**src/rtl/lcdc_pkg.sv**
```systemverilog
package lcdc_pkg;

  localparam int GEOM_W = 11;

  typedef enum logic [3:0] {
    SEL_NONE, SEL_TIM, SEL_UPB, SEL_LPB, SEL_MASK, SEL_CTRL, SEL_RIS,
    SEL_MIS, SEL_ICR, SEL_UPCUR, SEL_LPCUR, SEL_ID, SEL_PAL
  } sel_e;

  function automatic logic [7:0] id_byte(input int variant, input logic [2:0] k);
    logic ext;
    ext = (variant == 2);
    case (k)
      3'd0:    id_byte = ext ? 8'h11 : 8'h10;
      3'd1:    id_byte = 8'h11;
      3'd2:    id_byte = ext ? 8'h24 : 8'h04;
      3'd3:    id_byte = 8'h00;
      3'd4:    id_byte = 8'h0D;
      3'd5:    id_byte = 8'hF0;
      3'd6:    id_byte = 8'h05;
      default: id_byte = 8'hB1;
    endcase
  endfunction

endpackage

```
**src/rtl/lcdc_decode.sv**
```systemverilog
module lcdc_decode
  import lcdc_pkg::*;
#(
  parameter int VARIANT = 0
) (
  input  logic [11:0] paddr,
  output sel_e        sel,
  output logic [1:0]  tim_idx
);
  localparam bit SWAP = (VARIANT != 0);

  always_comb begin
    sel = SEL_NONE;
    if (paddr[1:0] != 2'b00) begin
      sel = SEL_NONE;
    end else if (paddr[11:9] == 3'b001) begin
      sel = SEL_PAL;
    end else if (paddr[11:5] == 7'h7F) begin
      sel = SEL_ID;
    end else if (paddr[11:6] == 6'd0) begin
      case (paddr[5:2])
        4'd0, 4'd1, 4'd2, 4'd3: sel = SEL_TIM;
        4'd4:  sel = SEL_UPB;
        4'd5:  sel = SEL_LPB;
        4'd6:  sel = SWAP ? SEL_CTRL : SEL_MASK;
        4'd7:  sel = SWAP ? SEL_MASK : SEL_CTRL;
        4'd8:  sel = SEL_RIS;
        4'd9:  sel = SEL_MIS;
        4'd10: sel = SEL_ICR;
        4'd11: sel = SEL_UPCUR;
        4'd12: sel = SEL_LPCUR;
        default: sel = SEL_NONE;
      endcase
    end
  end

  assign tim_idx = paddr[3:2];
endmodule

```
**src/rtl/lcdc_irq.sv**
```systemverilog
module lcdc_irq #(
  parameter int NIRQ = 5
) (
  input  logic            clk,
  input  logic            rst_n,
  input  logic            mask_we,
  input  logic            clr_we,
  input  logic [NIRQ-1:0] wbits,
  input  logic [NIRQ-1:0] int_set,
  output logic [NIRQ-1:0] raw_q,
  output logic [NIRQ-1:0] mask_q,
  output logic            irq
);
  logic [NIRQ-1:0] clr_bits;
  assign clr_bits = clr_we ? wbits : '0;

  always_ff @(posedge clk or negedge rst_n) begin
    if (!rst_n) begin
      raw_q  <= '0;
      mask_q <= '0;
    end else begin
      raw_q <= (raw_q & ~clr_bits) | int_set;
      if (mask_we) mask_q <= wbits;
    end
  end

  assign irq = |(raw_q & mask_q);
endmodule

```
**src/rtl/lcdc_geom.sv**
```systemverilog
module lcdc_geom
  import lcdc_pkg::*;
(
  input  logic [5:0]        ppl_code,
  input  logic [9:0]        lpp_code,
  output logic [GEOM_W-1:0] cols,
  output logic [GEOM_W-1:0] rows
);
  logic [GEOM_W-1:0] ppl_ext;
  assign ppl_ext = {{(GEOM_W-6){1'b0}}, ppl_code};
  assign cols    = (ppl_ext + GEOM_W'(1)) << 4;
  assign rows    = {{(GEOM_W-10){1'b0}}, lpp_code} + GEOM_W'(1);
endmodule

```
**src/rtl/lcdc_regs.sv**
```systemverilog
module lcdc_regs
  import lcdc_pkg::*;
#(
  parameter int VARIANT = 0,
  parameter int NIRQ    = 5,
  parameter int DW      = 32
) (
  input  logic              clk,
  input  logic              rst_n,
  input  logic              psel,
  input  logic              penable,
  input  logic              pwrite,
  input  logic [11:0]       paddr,
  input  logic [DW-1:0]     pwdata,
  output logic [DW-1:0]     prdata,
  input  logic [NIRQ-1:0]   int_set,
  output logic              irq_o,
  output logic [DW-1:0]     ctrl_o,
  output logic [DW-1:0]     upbase_o,
  output logic [DW-1:0]     lpbase_o,
  output logic [GEOM_W-1:0] cols_o,
  output logic [GEOM_W-1:0] rows_o,
  output logic              invalidate_o,
  output logic              pal_we,
  output logic [6:0]        pal_idx,
  output logic [DW-1:0]     pal_wdata,
  input  logic [DW-1:0]     pal_rdata
);
  localparam int NTIM = 4;

  logic          wr_acc;
  sel_e          sel;
  logic [1:0]    tim_idx;
  logic [DW-1:0] tim_q [NTIM];
  logic [DW-1:0] upb_q, lpb_q, ctrl_q;
  logic [NIRQ-1:0] raw_q, mask_q;
  logic          inval_q;

  assign wr_acc = psel & penable & pwrite;

  lcdc_decode #(.VARIANT(VARIANT)) u_dec (
    .paddr   (paddr),
    .sel     (sel),
    .tim_idx (tim_idx)
  );

  always_ff @(posedge clk or negedge rst_n) begin
    if (!rst_n) begin
      for (int i = 0; i < NTIM; i++) tim_q[i] <= '0;
      upb_q   <= '0;
      lpb_q   <= '0;
      ctrl_q  <= '0;
      inval_q <= 1'b0;
    end else begin
      inval_q <= wr_acc;
      if (wr_acc) begin
        for (int i = 0; i < NTIM; i++)
          if (sel == SEL_TIM && tim_idx == 2'(i)) tim_q[i] <= pwdata;
        if (sel == SEL_UPB)  upb_q  <= pwdata;
        if (sel == SEL_LPB)  lpb_q  <= pwdata;
        if (sel == SEL_CTRL) ctrl_q <= pwdata;
      end
    end
  end

  lcdc_irq #(.NIRQ(NIRQ)) u_irq (
    .clk     (clk),
    .rst_n   (rst_n),
    .mask_we (wr_acc && sel == SEL_MASK),
    .clr_we  (wr_acc && sel == SEL_ICR),
    .wbits   (pwdata[NIRQ-1:0]),
    .int_set (int_set),
    .raw_q   (raw_q),
    .mask_q  (mask_q),
    .irq     (irq_o)
  );

  lcdc_geom u_geom (
    .ppl_code (tim_q[0][7:2]),
    .lpp_code (tim_q[1][9:0]),
    .cols     (cols_o),
    .rows     (rows_o)
  );

  assign pal_we    = wr_acc && (sel == SEL_PAL);
  assign pal_idx   = paddr[8:2];
  assign pal_wdata = pwdata;

  always_comb begin
    case (sel)
      SEL_TIM:             prdata = tim_q[tim_idx];
      SEL_UPB, SEL_UPCUR:  prdata = upb_q;
      SEL_LPB, SEL_LPCUR:  prdata = lpb_q;
      SEL_CTRL:            prdata = ctrl_q;
      SEL_MASK:            prdata = {{(DW-NIRQ){1'b0}}, mask_q};
      SEL_RIS:             prdata = {{(DW-NIRQ){1'b0}}, raw_q};
      SEL_MIS:             prdata = {{(DW-NIRQ){1'b0}}, raw_q & mask_q};
      SEL_ID:              prdata = {{(DW-8){1'b0}}, id_byte(VARIANT, paddr[4:2])};
      SEL_PAL:             prdata = pal_rdata;
      default:             prdata = '0;
    endcase
  end

  assign ctrl_o       = ctrl_q;
  assign upbase_o     = upb_q;
  assign lpbase_o     = lpb_q;
  assign invalidate_o = inval_q;
endmodule

```
**config.mk**
```make
export PLATFORM = sky130hd
export DESIGN_NAME = lcdc_regs
export DESIGN_NICKNAME = d
export VERILOG_FILES = /design/src/rtl/lcdc_pkg.sv /design/src/rtl/lcdc_decode.sv /design/src/rtl/lcdc_irq.sv /design/src/rtl/lcdc_geom.sv /design/src/rtl/lcdc_regs.sv
export SDC_FILE = /design/constraint.sdc
export NUM_CORES = 1
export LEC_CHECK = 0
export ABC_AREA = 1
export BUFFER_PORTS_ARGS = -buffer_cell sky130_fd_sc_hd__buf_4
export CAP_MARGIN = 20
export CORE_MARGIN = 10
export CORE_UTILIZATION = 40
export DETAILED_ROUTE_END_ITERATION = 10
export GPL_TIMING_DRIVEN = 0
export RECOVER_POWER = 100
export SETUP_SLACK_MARGIN = 0.15
export SYNTH_ARGS = -nofsm -noshare
export SYNTH_HDL_FRONTEND = slang
export SYNTH_SLANG_ARGS = --single-unit
export TNS_END_PERCENT = 10
```
**constraint.sdc**
```tcl
create_clock -name clk -period 7 [get_ports clk]
set_clock_uncertainty 0.1 [all_clocks]
set_input_delay 1.4 -clock clk [delete_from_list [all_inputs] [get_ports clk]]
set_output_delay 1.4 -clock clk [all_outputs]
set_load 0.1 [all_outputs]
```
==> results of run 1 <==
## logic make-up after synthesis
logic type,Yosys count,synth area share [%]
and+or+nand+nor,617,23.0
adders and majority gates,2,0.213
buffers and inverters,200,9.14
AOI/OAI and AO/OA,318,16.7
DFF,235,50.1
other,1,0.0320
xor gates and xnor gates,12,0.896
## stage by stage
stage	setup slack [ns]	hold WS [ns]
floorplan	1.38	0.359
global placement	1.60	0.371
detailed placement	1.59	0.379
CTS	1.58	0.393
global route	0.719	0.401
finish	0.985	0.384
## registers in the layout, summed over array words and instances (netlist names)
signal,count
u_irq.mask_q,5
upbase_o,32
ctrl_o,32
u_irq.raw_q,5
tim_q,128
invalidate_o,1
lpbase_o,32
## metal layers
layer	vias up	track usage (%)
met5	-	0
met4	0	6.01
met3	65	4.59
met2	405	38.1
met1	5390	31.1
li1	5135	-
## cell usage after synthesis (4+ instances only)
| master | n |
|---|---|
| a21oi_1 | 5 |
| o21ai_0 | 85 |
| nand3_1 | 59 |
| buf_6 | 11 |
| a22oi_2 | 9 |
| nand2_2 | 7 |
| nand2_1 | 449 |
| nor2_1 | 46 |
| a22o_1 | 20 |
| clkbuf_1 | 18 |
| buf_4 | 50 |
| nor3_1 | 5 |
| o21ai_1 | 132 |
| buf_2 | 37 |
| nor2_2 | 4 |
| o21ai_2 | 34 |
| nand3_4 | 4 |
| nand4_1 | 26 |
| xor2_1 | 12 |
| dfrtp_1 | 235 |
| inv_1 | 76 |
| a22oi_1 | 28 |
| inv_2 | 5 |
| nand2_4 | 5 |
## worst max-delay path by stage
stage / startpoint / end / slack, ns / cells after the start
6_report: paddr[10] / prdata[31] / 0.98 / 13
5_1_grt: rst_n / tim_q[80]$_DFFE_PN0P_ / 0.72 / 2
4_1_cts: paddr[1] / prdata[24] / 1.58 / 9
3_5_place_dp: paddr[1] / prdata[24] / 1.59 / 9
3_3_place_gp: paddr[1] / prdata[24] / 1.60 / 9
2_1_floorplan: paddr[3] / pal_we / 1.38 / 8
## final cells by class
class / instances / area (um2)
fill: 3078 / 14600
sequential: 235 / 5880
multi-input combinational: 953 / 4550
timing repair buffer: 272 / 1440
clock buffer: 43 / 836
buffer: 116 / 691
tap: 384 / 480
inverter: 84 / 320
clock inverter: 6 / 58.8
## power breakdown
part / internal [mW] / switching, mW
Combinational: 0.0654 / 0.250
Sequential: 1.37 / 0.00506
Clock: 0.850 / 0.558
Total: 2.28 / 0.813
## critical path, cell delays in order
cell and delay (ns):
clkbuf_4 0.11, nor2_1 0.20, nand3_1 0.19, o21ai_0 0.51, nand2_4 0.12, nor2_1 0.45, nand2_1 0.21, clkinv_4 0.19
nand2_1 0.07, nand2_1 0.06, inv_1 0.04, nand4_1 0.08, clkbuf_1 0.88
==> results.txt, run 1 <==
----------------------------------------------------
[Run status]
  Status ... finished with violations
  Violations in the final reports ... capacitance limit, slew limit

[Pwr]
  Leakage power summed over all cells ... 6.73 nW
  Post-route total power ... 3.09 mW
  Worst-case vdd ir drop ... 0.132 mV
  Power density of the placed cells ... 217 nW/um2

[Synth]
  Number of enable-type register cells in the synthesized netlist ... 0
  Yosys cell types ... 41
  Most used flip-flop cell after synthesis ... dfrtp_1
  Async set or reset register ratio after synthesis ... 100%
  Library cell occupying the most area in the post-synthesis netlist ... dfrtp_1
  Dominant cells by area after synthesis ... dfrtp_1 50%, nand2_1 14%, o21ai_1 5.6%
  Count of mapped cells out of synthesis ... 1385
  Post-synthesis register bit count ... 235
  Warning count from the yosys run ... 0
  Cell area after synthesis ... 11700 um2
  Fraction of post-synthesis cell area in the top cell type by area ... 50.1%
  Sequential element share of the synthesized area ... 50.1%
  Mean instance size in the synthesized netlist ... 8.47 um2

[Cells and area]
  Inserted Diodes ... 0
  Share of cells above drive strength 1 ... 15.4%
  Design area ... 14300 um2
  Net count, final ... 1777
  Area growth, synth to finish ... 21.5%
  Leading cell type in the layout, fill and taps excluded ... nand2_1
  Final core occ ... 49.4%
  Commonest non-fill, non-tap cells in the layout ... 456 x nand2_1, 235 x dfrtp_1, 222 x o21ai_0, 209 x clkbuf_1, 160 x buf_4
  Number of cells in the finished layout apart from fillers ... 2093

[Setup path]
  Worst Path Arrival ... 4.52 ns
  CP endpoint kind ... primary output
  Startpoint type of the worst setup path ... primary input
  Reg2reg path depth ... 2
  Required @ worst endpoint ... 5.50 ns
  Largest driver fanout on the critical path ... 9
  Worst Setup Path Type ... in2out
  Critical R2R Launch ... tim_q[64]$_DFFE_PN0P_
  R2R Setup Slk ... 6.12 ns
  Reg-to-Reg End ... tim_q[64]$_DFFE_PN0P_

[Hold path]
  Depth of the worst hold-timing path ... 2
  Hold EP ... tim_q[42]$_DFFE_PN0P_
  Launch point of the worst hold path ... tim_q[42]$_DFFE_PN0P_
  Class of the tightest hold or removal check ... reg2reg

[Placed design]
  Instance area at placement ... 14300 um2
  Quantity of I/O buffers inserted on ports ... 270
  Final HPWL from detailed placement ... 31.0 mm
  Post-Place Cells ... 2044
  Final Wtd Congestion ... 0.888

[Clock network]
  Post_cts resized ... 0
  CTS hold repair buffers ... 0
  Skew-Pair Late Insertion Delay ... 0.52 ns
  CTS Buf Count ... 27
  Number of H-tree levels ... 1
  Post-CTS setup buffer count ... 0
  Buffer cell driving the clock tree root ... clkbuf_16
  Clock sink total ... 235
  Clock transition at the register clock pins on the worst setup and hold paths after CTS ... 0.06 ns
  Maximum number of buffers from clock root to sink ... 3
  TritonCTS clock tree ... done

[Timing]
  Final worst path period need ... 6.02 ns
  Tcrit/Tclk final ... 85.9%
  Final hold violation count ... 0
  Max-slew violation count ... 240
  RSZ-0062 raised after global routing ... no
  Achievable Freq ... 166 MHz
  Post-route setup TNS ... 0 ns
  Slew of the pin with the lowest slew margin ... 2.87 ns
  Remaining max-slew budget at the tightest pin ... -91.3%
  Final setup violation count ... 0

[Flow run]
  Number of maximum-capacitance violations ... 3

[Routing]
  Highest metal used ... met4
  DR DRC count ... 0
  Final antenna-violating net count ... 0
  Initial DRT Pass Iterations ... 5
  Amount of wire on met2 after detailed routing ... 20.7 mm
  Vias per Instance ... 5.25
  Detailed-route wire length on metal 1 ... 19.1 mm
  Wirelength, routed ... 44.0 mm
  Number of DRC markers after the initial detailed-route iteration ... 975
  Via total after detailed routing ... 11000
  Total length of routed met3 wires ... 3.05 mm
  WL/cell ... 21.0 um

[Die]
  Num ports ... 278
  Area of the core ... 28900 um2
  Die Height ... 191 um
  Initial core utilization ... 40.7%
  Die extent in x ... 191 um
  DIE AREA ... 36600 um2
  Row Count ... 62

[GRT]
  Grt total ovfl ... 0
  Initial antenna violation count ... 0
  Via count of the first global-routing pass ... 10900
  GR Util All Layers ... 23.3%
  Global-route wire length before repair ... 66.3 mm
  Maximum number of pins on one net before global-route repair ... 99

----------------------------------------------------
No activity file was read; power rests on OpenSTA's default activity.
==> run 2: changes to the inputs <==
Settings changed: RECOVER_POWER 100 to 50.
==> run 2 against run 1 <==
The run still ends with capacitance limit, slew limit left. Count of clock-buffer cells in the layout did not move. Combinational power rose by 6.3%. Sequential power barely moved. Register-to-register slack improved by 0.03 ns. Routed wire length fell by 0.62%. Critical endpoint is now prdata[18].
==> results.txt, run 2 (synthesis gave the netlist of run 1 again) <==
----------------------------------------------------
[Setup path]
  Critical R2R Launch ... tim_q[64]$_DFFE_PN0P_
  Critical Path Most Common Cell ... nand2_1
  Worst Path Arrival ... 4.11 ns
  Worst Setup Path Type ... in2out
  Startpoint type of the worst setup path ... primary input
  Largest driver fanout on the critical path ... 10
  Category of cells accounting for the largest share of critical-path delay ... simple AND/OR/NAND/NOR gates
  R2R Setup Slk ... 6.15 ns
  Slowest Stage Delay on Critical Path ... 0.48 ns
  Cell at the slowest stage of the critical path ... nor2_1
  Worst-path cell chain ... buf_4 -> nor2_1 -> inv_1 -> nor2_2 -> nand2_1 -> nand2_1 -> nand2_4 -> nor2_1 -> nand2_1 -> nand2_1 -> buf_4 -> nand2_1 -> nand4_1 -> buf_4
  Start point of the critical path ... paddr[10]
  Worst Path Buf+Inv ... 4
  CP endpoint kind ... primary output
  Required @ worst endpoint ... 5.50 ns

[Die]
  Die extent in x ... 191 um
  DIE AREA ... 36600 um2
  Initial core utilization ... 40.7%
  Row Count ... 62
  Die Height ... 191 um
  Num ports ... 278
  Area of the core ... 28900 um2

[GRT]
  Maximum number of pins on one net before global-route repair ... 99
  Global routing usage on met1 ... 31.1%
  Grt total ovfl ... 0
  Grt peak-use layer ... met2
  Global-route wire length before repair ... 66.3 mm
  Met3 GRT Util ... 4.59%
  Initial antenna violation count ... 0
  GR met2 Demand/Resource ... 38.1%
  GR Util All Layers ... 23.3%
  Via count of the first global-routing pass ... 10900

[Clock network]
  Skew-Pair Late Insertion Delay ... 0.52 ns
  Maximum number of buffers from clock root to sink ... 3
  CTS hold repair buffers ... 0
  CTS Buf Count ... 27
  Buffer cell driving the clock tree root ... clkbuf_16
  Clock sink total ... 235
  Post_cts resized ... 0
  Clock transition at the register clock pins on the worst setup and hold paths after CTS ... 0.06 ns
  Post-CTS setup buffer count ... 0
  TritonCTS clock tree ... done
  Number of H-tree levels ... 1

[Routing]
  Number of DRC markers after the initial detailed-route iteration ... 933
  Initial DRT Pass Iterations ... 5
  Final antenna-violating net count ... 0
  WL/cell ... 20.9 um
  Wirelength, routed ... 43.8 mm
  Vias per Instance ... 5.22
  DR DRC count ... 0
  Via total after detailed routing ... 10900

[Placed design]
  Final HPWL from detailed placement ... 31.0 mm
  Final Wtd Congestion ... 0.888
  Quantity of I/O buffers inserted on ports ... 270
  Worst-case setup slack after placement ... 1.59 ns

[Timing]
  Final hold violation count ... 0
  Max-slew violation count ... 240
  RSZ-0062 raised after global routing ... no
  Final worst path period need ... 5.61 ns
  Remaining max-slew budget at the tightest pin ... -90.7%
  Slew of the pin with the lowest slew margin ... 2.86 ns
  Tcrit/Tclk final ... 80.2%
  Achievable Freq ... 178 MHz
  Final worst-path setup slack ... 1.39 ns
  Final setup violation count ... 0
  Post-route setup TNS ... 0 ns

[Pwr]
  Clock power frac ... 45.3%
  Worst-case vdd ir drop ... 0.132 mV
  Combinational power share ... 10.8%
  Switching power of the nets ... 822 uW
  Relative contribution of sequential cells to total power ... 44.0%
  Switching power share of the total ... 26.4%
  Internal power ... 2.29 mW
  Leakage power summed over all cells ... 7.13 nW
  Power density of the placed cells ... 211 nW/um2

[Cells and area]
  Inserted Diodes ... 0
  Largest register FFs ... 128
  Leading cell type in the layout, fill and taps excluded ... nand2_1
  Area growth, synth to finish ... 26.1%
  Net count, final ... 1777
  Commonest non-fill, non-tap cells in the layout ... 450 x nand2_1, 235 x dfrtp_1, 230 x buf_4, 132 x o21ai_1, 114 x clkbuf_1
  Register name with the most flops ... tim_q
  Share of cells above drive strength 1 ... 23.3%

[Hold path]
  Launch point of the worst hold path ... tim_q[17]$_DFFE_PN0P_
  Class of the tightest hold or removal check ... reg2reg

[Run status]
  Status ... finished with violations
  Violations in the final reports ... capacitance limit, slew limit

[Flow run]
  Number of maximum-capacitance violations ... 3

----------------------------------------------------
## run 2: per-stage QoR
| stage | util (%) | std cells | cell area (um2) | hold WS (ns) | total power, mW |
|---|---|---|---|---|---|
| after floorplan | - | 1388 | 11700 | 0.359 | 1.61 |
| after global placement | 49.4 | 2042 | 14300 | 0.371 | 1.73 |
| after detailed placement | 49.6 | 2044 | 14300 | 0.379 | 1.74 |
| after CTS | 52.7 | 2093 | 15200 | 0.393 | 3.14 |
| after global routing | 51.3 | 2093 | 14800 | 0.406 | 3.21 |
| final | 51.3 | 2093 | 14800 | 0.387 | 3.12 |
## run 2: final timing paths
check	endpoint	depth (start not counted)
min in group asynchronous	invalidate_o$_DFF_PN0_	1
hold / removal	tim_q[17]$_DFFE_PN0P_	2
hold reg to reg	tim_q[17]$_DFFE_PN0P_	2
setup / recovery	prdata[18]	14
max in group asynchronous	upbase_o[14]$_DFFE_PN0P_	2
setup reg to reg	tim_q[64]$_DFFE_PN0P_	2
## run 2: metal layers
metal  wire length [um]  vias to the layer above
met5                  0                        -
met4               1050                        0
met3               3000                       59
met2              20700                      393
met1              19000                     5313
li1                   -                     5153
## run 2: power groups by stage
stage	Sequential, mW	Clock [mW]	Combinational (mW)
global placement	1.39	0	0.340
global route	1.37	1.49	0.355
CTS	1.37	1.43	0.347
floorplan	1.42	0	0.194
detailed placement	1.39	0	0.346
finish	1.37	1.41	0.335
## run 2: area by class of cell
| cell class | instances | area [um2] |
|---|---|---|
| clock buffer | 43 | 836 |
| buffer | 116 | 752 |
| tap | 384 | 480 |
| fill | 2951 | 14100 |
| multi-input combinational | 953 | 4770 |
| sequential | 235 | 5880 |
| clock inverter | 6 | 58.8 |
| inverter | 84 | 320 |
| timing repair buffer | 272 | 1700 |
## run 2: worst min-delay path, cell delays in order (launching register included)
cell	delay, ns
dfrtp_1	0.34
nand2_1	0.05
o21ai_1	0.06
==> run 3: changes to the inputs <==
Clock period 7 ns to 5.7 ns, I/O delays scaled along.
==> run 3 against run 2 <==
The flow still finishes with violations (capacitance limit, slew limit). Count of clock-buffer cells in the layout stayed put. Utilization is 0.16 points higher. Non-clock buffer count stayed put. Register-to-register slack worse by 1.3 ns. Sequential power is 23% higher. Die area stayed put. Critical path depth stayed put. Critical endpoint unchanged.
==> results.txt, run 3 (synthesis gave the netlist of run 1 again) <==
----------------------------------------------------
[Run status]
  Status ... finished with violations
  Violations in the final reports ... capacitance limit, slew limit

[Setup path]
  Worst Setup Path Type ... in2out
  Worst Path Arrival ... 3.87 ns
  Largest driver fanout on the critical path ... 10
  Reg2reg path depth ... 2
  Required @ worst endpoint ... 4.46 ns
  R2R Setup Slk ... 4.85 ns
  CP endpoint kind ... primary output
  Critical R2R Launch ... tim_q[98]$_DFFE_PN0P_
  Reg-to-Reg End ... tim_q[98]$_DFFE_PN0P_
  Startpoint type of the worst setup path ... primary input

[Die]
  Num ports ... 278
  DIE AREA ... 36600 um2
  Die extent in x ... 191 um
  Area of the core ... 28900 um2
  Die Height ... 191 um
  Row Count ... 62
  Initial core utilization ... 40.7%

[Clock network]
  Skew-Pair Late Insertion Delay ... 0.52 ns
  Post_cts resized ... 0
  CTS Buf Count ... 27
  Clock transition at the register clock pins on the worst setup and hold paths after CTS ... 0.06 ns
  Clock sink total ... 235
  Post-CTS setup buffer count ... 0
  TritonCTS clock tree ... done
  CTS hold repair buffers ... 0
  Number of H-tree levels ... 1
  Maximum number of buffers from clock root to sink ... 3
  Buffer cell driving the clock tree root ... clkbuf_16

[Cells and area]
  Register name with the most flops ... tim_q
  Share of cells above drive strength 1 ... 23.3%
  Final core occ ... 51.4%
  Number of fill cells ... 2945
  Commonest non-fill, non-tap cells in the layout ... 450 x nand2_1, 235 x dfrtp_1, 230 x buf_4, 132 x o21ai_1, 114 x clkbuf_1
  Design area ... 14800 um2
  Area growth, synth to finish ... 26.5%
  Leading cell type in the layout, fill and taps excluded ... nand2_1
  Net count, final ... 1777
  Largest register FFs ... 128
  Number of cells in the finished layout apart from fillers ... 2093
  Inserted Diodes ... 0

[Timing]
  Max-slew violation count ... 51
  Final worst path period need ... 5.11 ns
  Post-route setup TNS ... 0 ns
  Final worst-path setup slack ... 0.589 ns
  Achievable Freq ... 196 MHz
  Tcrit/Tclk final ... 89.7%
  Final hold violation count ... 0
  Slew of the pin with the lowest slew margin ... 3.13 ns
  RSZ-0062 raised after global routing ... no
  Final setup violation count ... 0
  Remaining max-slew budget at the tightest pin ... -109%

[GRT]
  GR Util All Layers ... 23.3%
  Via count of the first global-routing pass ... 10900
  Initial antenna violation count ... 0
  Global-route wire length before repair ... 66.3 mm
  Grt total ovfl ... 0
  Maximum number of pins on one net before global-route repair ... 99

[Placed design]
  Quantity of I/O buffers inserted on ports ... 270
  Post-Place Cells ... 2044
  Worst-case setup slack after placement ... 0.810 ns
  Instance area at placement ... 14300 um2
  Final HPWL from detailed placement ... 31.0 mm
  Final Wtd Congestion ... 0.888

[Pwr]
  Power density of the placed cells ... 258 nW/um2
  Worst-case vdd ir drop ... 0.163 mV
  Leakage power summed over all cells ... 7.14 nW

[Hold path]
  Depth of the worst hold-timing path ... 2
  Launch point of the worst hold path ... tim_q[17]$_DFFE_PN0P_
  Class of the tightest hold or removal check ... reg2reg
  Hold EP ... tim_q[17]$_DFFE_PN0P_

[Routing]
  Wirelength, routed ... 43.9 mm
  Via total after detailed routing ... 10900
  Final antenna-violating net count ... 0
  Number of DRC markers after the initial detailed-route iteration ... 1035
  Initial DRT Pass Iterations ... 7
  WL/cell ... 21.0 um
  Vias per Instance ... 5.22
  DR DRC count ... 0

[Flow run]
  Number of maximum-capacitance violations ... 1

----------------------------------------------------
[run 3: cell types whose count changed in the layout (fill, tap and decap cells not counted)]
cell,previous run,this run
buf_16,0,2
clkbuf_2,2,0
[run 3: how the worst max path moves through the flow]
| stage | from | endpoint | slack [ns] | depth (start not counted) |
|---|---|---|---|---|
| global placement | paddr[1] | prdata[24] | 0.82 | 9 |
| detailed placement | paddr[1] | prdata[24] | 0.81 | 9 |
| floorplan | paddr[3] | pal_we | 0.60 | 8 |
| global route | paddr[10] | prdata[14] | 0.36 | 15 |
| CTS | paddr[1] | prdata[24] | 0.80 | 9 |
| finish | paddr[10] | prdata[18] | 0.59 | 14 |
[run 3: where the power goes]
group / total, mW / switching, mW / internal (mW) / leakage [nW]
clock: 1.73 / 0.687 / 1.04 / 0.446
sequential: 1.68 / 0.00618 / 1.68 / 3.25
combinational: 0.416 / 0.315 / 0.101 / 3.44
total: 3.83 / 1.01 / 2.82 / 7.14
[run 3: final cells by class]
class	count	area, um2	area share (%)
clock buffers	43	836	5.63
well taps	384	480	3.24
multi-input cells	953	4770	32.1
inverters	84	320	2.16
repair buffers	272	1740	11.8
clock inverters	6	58.8	0.396
flip-flops and latches	235	5880	39.6
plain buffers	116	752	5.07
[run 3: stage by stage]
stage	total power, mW	hold WS (ns)
2_1_floorplan	1.98	0.359
3_3_place_gp	2.13	0.371
3_5_place_dp	2.14	0.379
4_1_cts	3.86	0.393
5_1_grt	3.95	0.406
6_report	3.83	0.387
[run 3: layer usage]
layer | global-route usage [%] | share of wire, % | vias up
met1 | 31.1 | 43 | 5318
met2 | 38.1 | 47 | 401
met3 | 4.59 | 7.0 | 62
met4 | 6.01 | 2.4 | 0
met5 | 0 | 0 | -
li1 | - | - | 5153
[run 3: worst max-delay path: stages]
cell and delay, ns:
buf_4 0.11, nor2_1 0.20, inv_1 0.08, nor2_2 0.15, nand2_1 0.07, nand2_1 0.29, nand2_4 0.10, nor2_1 0.49
nand2_1 0.10, nand2_1 0.26, buf_4 0.31, nand2_1 0.10, nand4_1 0.14, buf_4 0.31
